--- src/rtl/pix_stream_pkg.sv ---
package pix_stream_pkg;

  localparam int NCH = 3;

  function automatic logic in_span(input int v, input int lo, input int hi);
    return (v >= lo) && (v < hi);
  endfunction

endpackage

--- src/rtl/pix_clk_div.sv ---
module pix_clk_div #(
  parameter int DIV_W = 2
) (
  input  logic clk,
  input  logic rst,
  output logic pix_clk,
  output logic pix_ce
);

  localparam logic [DIV_W-1:0] PRE_RISE = {1'b0, {(DIV_W-1){1'b1}}};

  logic [DIV_W-1:0] div_q;

  always_ff @(posedge clk) begin
    if (rst) div_q <= '0;
    else     div_q <= div_q + 1'b1;
  end

  assign pix_clk = div_q[DIV_W-1];
  // strobe on the edge where the MSB is about to rise
  assign pix_ce  = (div_q == PRE_RISE);

  p_ce_rise_r1: assert property (@(posedge clk) disable iff (rst)
    pix_ce |=> (pix_clk && !$past(pix_clk)));

  p_msb_only_rises_on_ce_r1: assert property (@(posedge clk) disable iff (rst)
    !pix_ce |=> !$rose(pix_clk));

endmodule

--- src/rtl/raster_timer.sv ---
module raster_timer
  import pix_stream_pkg::*;
#(
  parameter int CW       = 10,
  parameter int H_ACTIVE = 640,
  parameter int H_FP     = 16,
  parameter int H_SYNC   = 96,
  parameter int H_BP     = 48,
  parameter int V_ACTIVE = 480,
  parameter int V_FP     = 10,
  parameter int V_SYNC   = 2,
  parameter int V_BP     = 33
) (
  input  logic          clk,
  input  logic          rst,
  input  logic          ce,
  output logic [CW-1:0] x,
  output logic [CW-1:0] y,
  output logic          de,
  output logic          hs_act,
  output logic          vs_act,
  output logic          fmark
);

  localparam int H_TOTAL = H_ACTIVE + H_FP + H_SYNC + H_BP;
  localparam int V_TOTAL = V_ACTIVE + V_FP + V_SYNC + V_BP;
  localparam int HS_LO   = H_ACTIVE + H_FP;
  localparam int HS_HI   = HS_LO + H_SYNC;
  localparam int VS_LO   = V_ACTIVE + V_FP;
  localparam int VS_HI   = VS_LO + V_SYNC;
  localparam logic [CW-1:0] X_LAST = CW'(H_TOTAL - 1);
  localparam logic [CW-1:0] Y_LAST = CW'(V_TOTAL - 1);
  localparam logic [CW-1:0] Y_BLANK = CW'(V_ACTIVE);

  logic [CW-1:0] x_q, y_q;

  always_ff @(posedge clk) begin
    if (rst) begin
      x_q <= '0;
      y_q <= '0;
    end else if (ce) begin
      if (x_q == X_LAST) begin
        x_q <= '0;
        if (y_q == Y_LAST) y_q <= '0;
        else               y_q <= y_q + 1'b1;
      end else begin
        x_q <= x_q + 1'b1;
      end
    end
  end

  assign x      = x_q;
  assign y      = y_q;
  assign de     = in_span(int'(x_q), 0, H_ACTIVE) && in_span(int'(y_q), 0, V_ACTIVE);
  assign hs_act = in_span(int'(x_q), HS_LO, HS_HI);
  assign vs_act = in_span(int'(y_q), VS_LO, VS_HI);
  assign fmark  = (x_q == '0) && (y_q == Y_BLANK);

  p_x_step_r2: assert property (@(posedge clk) disable iff (rst)
    (ce && x_q != X_LAST) |=> (x_q == $past(x_q) + 1'b1) && (y_q == $past(y_q)));

  p_x_wrap_r6: assert property (@(posedge clk) disable iff (rst)
    (ce && x_q == X_LAST) |=> (x_q == '0));

  p_y_wrap_r6: assert property (@(posedge clk) disable iff (rst)
    (ce && x_q == X_LAST && y_q == Y_LAST) |=> (y_q == '0));

  p_bounds_r2: assert property (@(posedge clk) disable iff (rst)
    (x_q <= X_LAST) && (y_q <= Y_LAST));

  p_idle_hold_r1: assert property (@(posedge clk) disable iff (rst)
    !ce |=> $stable(x_q) && $stable(y_q));

endmodule

--- src/rtl/pix_out_reg.sv ---
module pix_out_reg
  import pix_stream_pkg::*;
#(
  parameter int CW       = 10,
  parameter int IN_W     = 4,
  parameter int OUT_W    = 8,
  parameter int H_ACTIVE = 640,
  parameter int V_ACTIVE = 480
) (
  input  logic                       clk,
  input  logic                       rst,
  input  logic                       ce,
  input  logic [CW-1:0]              x,
  input  logic [CW-1:0]              y,
  input  logic                       de,
  input  logic                       hs_act,
  input  logic                       vs_act,
  input  logic                       fmark,
  input  logic [NCH-1:0][IN_W-1:0]   paint,
  output logic [CW-1:0]              x_o,
  output logic [CW-1:0]              y_o,
  output logic                       de_o,
  output logic [NCH-1:0][OUT_W-1:0]  rgb_o,
  output logic                       hsync_n_o,
  output logic                       vsync_n_o,
  output logic                       fdone_o
);

  localparam int REP = OUT_W / IN_W;

  logic [CW-1:0]             x_q, y_q;
  logic                      de_q, hs_q, vs_q, fd_q;
  logic [NCH-1:0][OUT_W-1:0] rgb_q;

  always_ff @(posedge clk) begin
    if (rst) begin
      x_q  <= '0;
      y_q  <= '0;
      de_q <= 1'b0;
      hs_q <= 1'b1;
      vs_q <= 1'b1;
      fd_q <= 1'b0;
    end else if (ce) begin
      x_q  <= x;
      y_q  <= y;
      de_q <= de;
      hs_q <= ~hs_act;
      vs_q <= ~vs_act;
      fd_q <= fmark;
    end
  end

  for (genvar c = 0; c < NCH; c++) begin : g_chan
    always_ff @(posedge clk) begin
      if (rst)     rgb_q[c] <= '0;
      else if (ce) rgb_q[c] <= {REP{paint[c]}};
    end
  end

  assign x_o       = x_q;
  assign y_o       = y_q;
  assign de_o      = de_q;
  assign rgb_o     = rgb_q;
  assign hsync_n_o = hs_q;
  assign vsync_n_o = vs_q;
  assign fdone_o   = fd_q;

  p_de_region_r3: assert property (@(posedge clk) disable iff (rst)
    de_q |-> (x_q < CW'(H_ACTIVE)) && (y_q < CW'(V_ACTIVE)));

  p_hold_r9: assert property (@(posedge clk) disable iff (rst)
    !ce |=> $stable(rgb_q) && $stable(x_q) && $stable(de_q) && $stable(fd_q));

  p_frame_pulse_r7: assert property (@(posedge clk) disable iff (rst)
    (fd_q && ce) |=> !fd_q);

  p_frame_origin_r7: assert property (@(posedge clk) disable iff (rst)
    fd_q |-> (x_q == '0) && (y_q == CW'(V_ACTIVE)) && !de_q);

endmodule

--- src/rtl/pix_stream_out.sv ---
module pix_stream_out
  import pix_stream_pkg::*;
#(
  parameter int COORD_W  = 10,
  parameter int DIV_W    = 2,
  parameter int IN_W     = 4,
  parameter int OUT_W    = 8,
  parameter int H_ACTIVE = 640,
  parameter int H_FP     = 16,
  parameter int H_SYNC   = 96,
  parameter int H_BP     = 48,
  parameter int V_ACTIVE = 480,
  parameter int V_FP     = 10,
  parameter int V_SYNC   = 2,
  parameter int V_BP     = 33
) (
  input  logic               clk,
  input  logic               rst,
  input  logic [IN_W-1:0]    paint_r,
  input  logic [IN_W-1:0]    paint_g,
  input  logic [IN_W-1:0]    paint_b,
  output logic               pix_clk,
  output logic [COORD_W-1:0] px_x,
  output logic [COORD_W-1:0] px_y,
  output logic               px_de,
  output logic [OUT_W-1:0]   px_r,
  output logic [OUT_W-1:0]   px_g,
  output logic [OUT_W-1:0]   px_b,
  output logic               px_hsync_n,
  output logic               px_vsync_n,
  output logic               frame_done
);

  logic                      pix_ce;
  logic [COORD_W-1:0]        cx, cy;
  logic                      c_de, c_hs, c_vs, c_fm;
  logic [NCH-1:0][IN_W-1:0]  paint;
  logic [NCH-1:0][OUT_W-1:0] rgb;

  assign paint = {paint_b, paint_g, paint_r};

  pix_clk_div #(.DIV_W(DIV_W)) u_div (
    .clk     (clk),
    .rst     (rst),
    .pix_clk (pix_clk),
    .pix_ce  (pix_ce)
  );

  raster_timer #(
    .CW(COORD_W), .H_ACTIVE(H_ACTIVE), .H_FP(H_FP), .H_SYNC(H_SYNC), .H_BP(H_BP),
    .V_ACTIVE(V_ACTIVE), .V_FP(V_FP), .V_SYNC(V_SYNC), .V_BP(V_BP)
  ) u_raster (
    .clk    (clk),
    .rst    (rst),
    .ce     (pix_ce),
    .x      (cx),
    .y      (cy),
    .de     (c_de),
    .hs_act (c_hs),
    .vs_act (c_vs),
    .fmark  (c_fm)
  );

  pix_out_reg #(
    .CW(COORD_W), .IN_W(IN_W), .OUT_W(OUT_W), .H_ACTIVE(H_ACTIVE), .V_ACTIVE(V_ACTIVE)
  ) u_out (
    .clk       (clk),
    .rst       (rst),
    .ce        (pix_ce),
    .x         (cx),
    .y         (cy),
    .de        (c_de),
    .hs_act    (c_hs),
    .vs_act    (c_vs),
    .fmark     (c_fm),
    .paint     (paint),
    .x_o       (px_x),
    .y_o       (px_y),
    .de_o      (px_de),
    .rgb_o     (rgb),
    .hsync_n_o (px_hsync_n),
    .vsync_n_o (px_vsync_n),
    .fdone_o   (frame_done)
  );

  assign px_r = rgb[0];
  assign px_g = rgb[1];
  assign px_b = rgb[2];

  p_reset_clear_r8: assert property (@(posedge clk)
    rst |=> (px_x == '0) && (px_y == '0) && !px_de && !frame_done && !pix_clk);

endmodule

--- config.mk ---
export PLATFORM = sky130hd
export DESIGN_NAME = pix_stream_out
export DESIGN_NICKNAME = d
export VERILOG_FILES = /design/src/rtl/pix_stream_pkg.sv /design/src/rtl/pix_clk_div.sv /design/src/rtl/raster_timer.sv /design/src/rtl/pix_out_reg.sv /design/src/rtl/pix_stream_out.sv
export SDC_FILE = /design/constraint.sdc
export NUM_CORES = 1
export LEC_CHECK = 0
export ABC_AREA = 0
export BUFFER_PORTS_ARGS = -buffer_cell sky130_fd_sc_hd__buf_2
export CAP_MARGIN = 20
export CORE_ASPECT_RATIO = 0.8
export CORE_UTILIZATION = 45
export DETAILED_ROUTE_END_ITERATION = 6
export PLACE_DENSITY = 0.69
export SYNTH_ARGS = -nofsm -noshare
export SYNTH_HDL_FRONTEND = slang
export SYNTH_SLANG_ARGS = --single-unit
export TNS_END_PERCENT = 5
--- constraint.sdc ---
create_clock -name clk -period 4.6 [get_ports clk]
set_input_delay 0.69 -clock clk [delete_from_list [all_inputs] [get_ports clk]]
set_output_delay 0.69 -clock clk [all_outputs]
set_load 0.005 [all_outputs]
==> metrics.yaml <==
status: "complete, no violations"
synth_edf_count: 0
cts_buffer_depth: 2
power_frac_comb_pct: 7.8
net-switching-power_mw: 0.237
overflow: 0
clkTransAtPathRegs_ns: 0.06
numCtsBuffers: 9
finClkSkew_ns: 0.00846
root_buffer: "clkbuf_8"
synth_area_sq_um: 2480
num_antenna_cells: 0
grt_pass1_wl_um: 7910
powerDensity_nw_per_um2: 343
period_share_pct: 53.5
fin_tns_setup_ns: 0
avgSynthCellArea_sq_um: 9.13
hpwl_um: 3250
clock_sinks: 58
ios: 63
worstPathRequired_ns: 4.80
final_common_cell: "buf_2"
drc: 0
layout.nets: 340
arrival_ns: 2.66
hold_viol: 0
grtUsageTotal_pct: 18.2
routed_wl_um: 4970
grt_max_degree: 51
setup-violations-final: 0
fp.coreArea_sq_um: 5150
ys_seq_elements: 58
hold_class: "reg2reg"
min_period_ns: 2.46
clock_power_share_pct: 39.9
whs_ns: 0.413
port_buffers: 62
p_sw_share_pct: 23.8
ys.flop_type: "dfxtp_1"
drtAntennaViolNets: 0
vias: 1989
die_x_um: 85.0
cts_tree: "yes"
cts_setup_buffers: 0
critPathLaunchType: "flop"
hold_buffers: 0
cp_max_fo: 18
start_util_pct: 48.2
htree_levels: 3
synthesis.instances: 272
ys_warn_count: 0
p_leak_nw: 1.20
fill_cells: 503
drtPass1Iterations: 4
drive_above_1_share_pct: 24.8
intPower_mw: 0.758
timing.max_cap.violations: 0
max_slew_margin_pct: 41.4
antenna_found_initial: 0
criticalPathCategory: "reg2reg"
rsz0062_at_grt: "false"
tightest_slew_ns: 0.879
syn2layout_area_growth_pct: 16.7
grt_pass1_vias: 1726
routed_via_density: 5.13
gp_congestion: 0.873
synth_nets: 291
die_h_um: 68.4
fmax_mhz: 406
end_kind: "flop"
die_area_sq_um: 5820
ctsResizeCount: 0
p_seq_share_pct: 52.3
reg2reg_setup_slack_ns: 2.14
final_cell_mix: "buf_2, dfxtp_1, nor2_1"
async_reset_ff_share_pct: 0
rows: 23
drt_iter0_drc: 107
ys_types: 33
ir_drop_uv: 240
seq_area_frac_synth_pct: 46.8
worstSkewPairLatency_ns: 0.35
drv_slew: 0
routedWlPerCell_um: 12.8
==> layer usage <==
| layer | part of all wire, % | up-vias | track usage (%) |
|---|---|---|---|
| met5 | 0 | - | 0 |
| met4 | 1.0 | 0 | 6.36 |
| met3 | 6.5 | 7 | 9.17 |
| met2 | 43 | 46 | 27.6 |
| met1 | 50 | 909 | 22.6 |
| li1 | - | 1027 | - |
==> metrics by stage <==
| stage | utilization, % | std cells | power, mW | cell area, sq um | setup WS (ns) |
|---|---|---|---|---|---|
| floorplan | - | 272 | 0.591 | 2480 | 2.55 |
| global placement | 53.0 | 371 | 0.609 | 2730 | 2.19 |
| detailed placement | 53.0 | 371 | 0.611 | 2730 | 2.13 |
| CTS | 56.2 | 387 | 1.01 | 2890 | 2.13 |
| global route | 56.3 | 388 | 1.04 | 2900 | 1.91 |
| finish | 56.3 | 388 | 0.995 | 2900 | 2.14 |
==> critical path, stage by stage (launching register included) <==
cell      delay [ns]
dfxtp_1         0.40
ha_1            0.24
nand3_1         0.18
or4_1           0.80
o21bai_1        0.61
a21oi_1         0.09
==> cell families (layout without fill, tap and decap cells) <==
logic type | Yosys count | count (layout) | share of synthesized area [%]
fa+ha+maj | 5 | 5 | 2.52
mux | 32 | 32 | 12.9
compound gates | 27 | 27 | 6.05
buf+inv | 35 | 89 | 7.46
simple gates | 107 | 107 | 21.5
flops | 58 | 58 | 46.8
xor+xnor | 8 | 8 | 2.82
==> cells in the mapped netlist, types with 3 or more instances <==
library cell   n  area share [%]
a21oi_1       14             2.8
buf_4         12             3.6
clkbuf_1      12             1.8
dfxtp_1       58              47
ha_1           5             2.5
inv_1          9             1.4
mux2i_1       32              13
nand2_1       10             1.5
nand2b_1       5             1.3
nand3_1       10             2.0
nand4_1        7             1.8
nor2_1        43             6.5
nor3_1        10             2.0
nor4_1         4             1.0
o21ai_0        6             1.2
o31ai_1        4             1.2
or3_1          4             1.0
or4_1          6             1.8
xnor2_1        5             1.8
xor2_1         3             1.1
==> layout make-up <==
cell class / count / area [sq um] / area share, %
flip-flops and latches: 58 / 1160 / 40.1
inverters: 9 / 33.8 / 1.17
clock inverters: 3 / 15.0 / 0.518
well taps: 62 / 77.6 / 2.68
clock buffers: 13 / 149 / 5.14
repair buffers: 64 / 323 / 11.1
multi-input cells: 179 / 1140 / 39.3
==> final timing paths <==
| kind | start | end | cells past startpoint |
|---|---|---|---|
| setup / recovery | u_raster.x[0]$_SDFFE_PP0N_ | u_raster.y[5]$_SDFFE_PP0P_ | 5 |
| hold / removal | u_div.div_q[0]$_SDFF_PP0_ | u_div.div_q[0]$_SDFF_PP0_ | 1 |
| setup reg to reg | u_raster.x[0]$_SDFFE_PP0N_ | u_raster.y[5]$_SDFFE_PP0P_ | 5 |
| hold reg to reg | u_div.div_q[0]$_SDFF_PP0_ | u_div.div_q[0]$_SDFF_PP0_ | 1 |
==> sequential cells by signal, summed over array words and instances, names as in the netlist <==
| signal | cells |
|---|---|
| u_div.div_q | 2 |
| u_out.de_o | 1 |
| u_out.fdone_o | 1 |
| u_out.hsync_n_o | 1 |
| u_out.rgb_o | 12 |
| u_out.vsync_n_o | 1 |
| u_out.x_o | 10 |
| u_out.y_o | 10 |
| u_raster.x | 10 |
| u_raster.y | 10 |
==> power groups by stage <==
stage | Combinational (mW) | Sequential [mW] | Clock [mW]
after CTS | 0.0790 | 0.521 | 0.408
after floorplan | 0.0581 | 0.533 | 0
final | 0.0775 | 0.521 | 0.397
after global routing | 0.0871 | 0.522 | 0.434
after global placement | 0.0782 | 0.531 | 0
after detailed placement | 0.0790 | 0.532 | 0
Note: power is estimated with default switching activity, not from simulation.
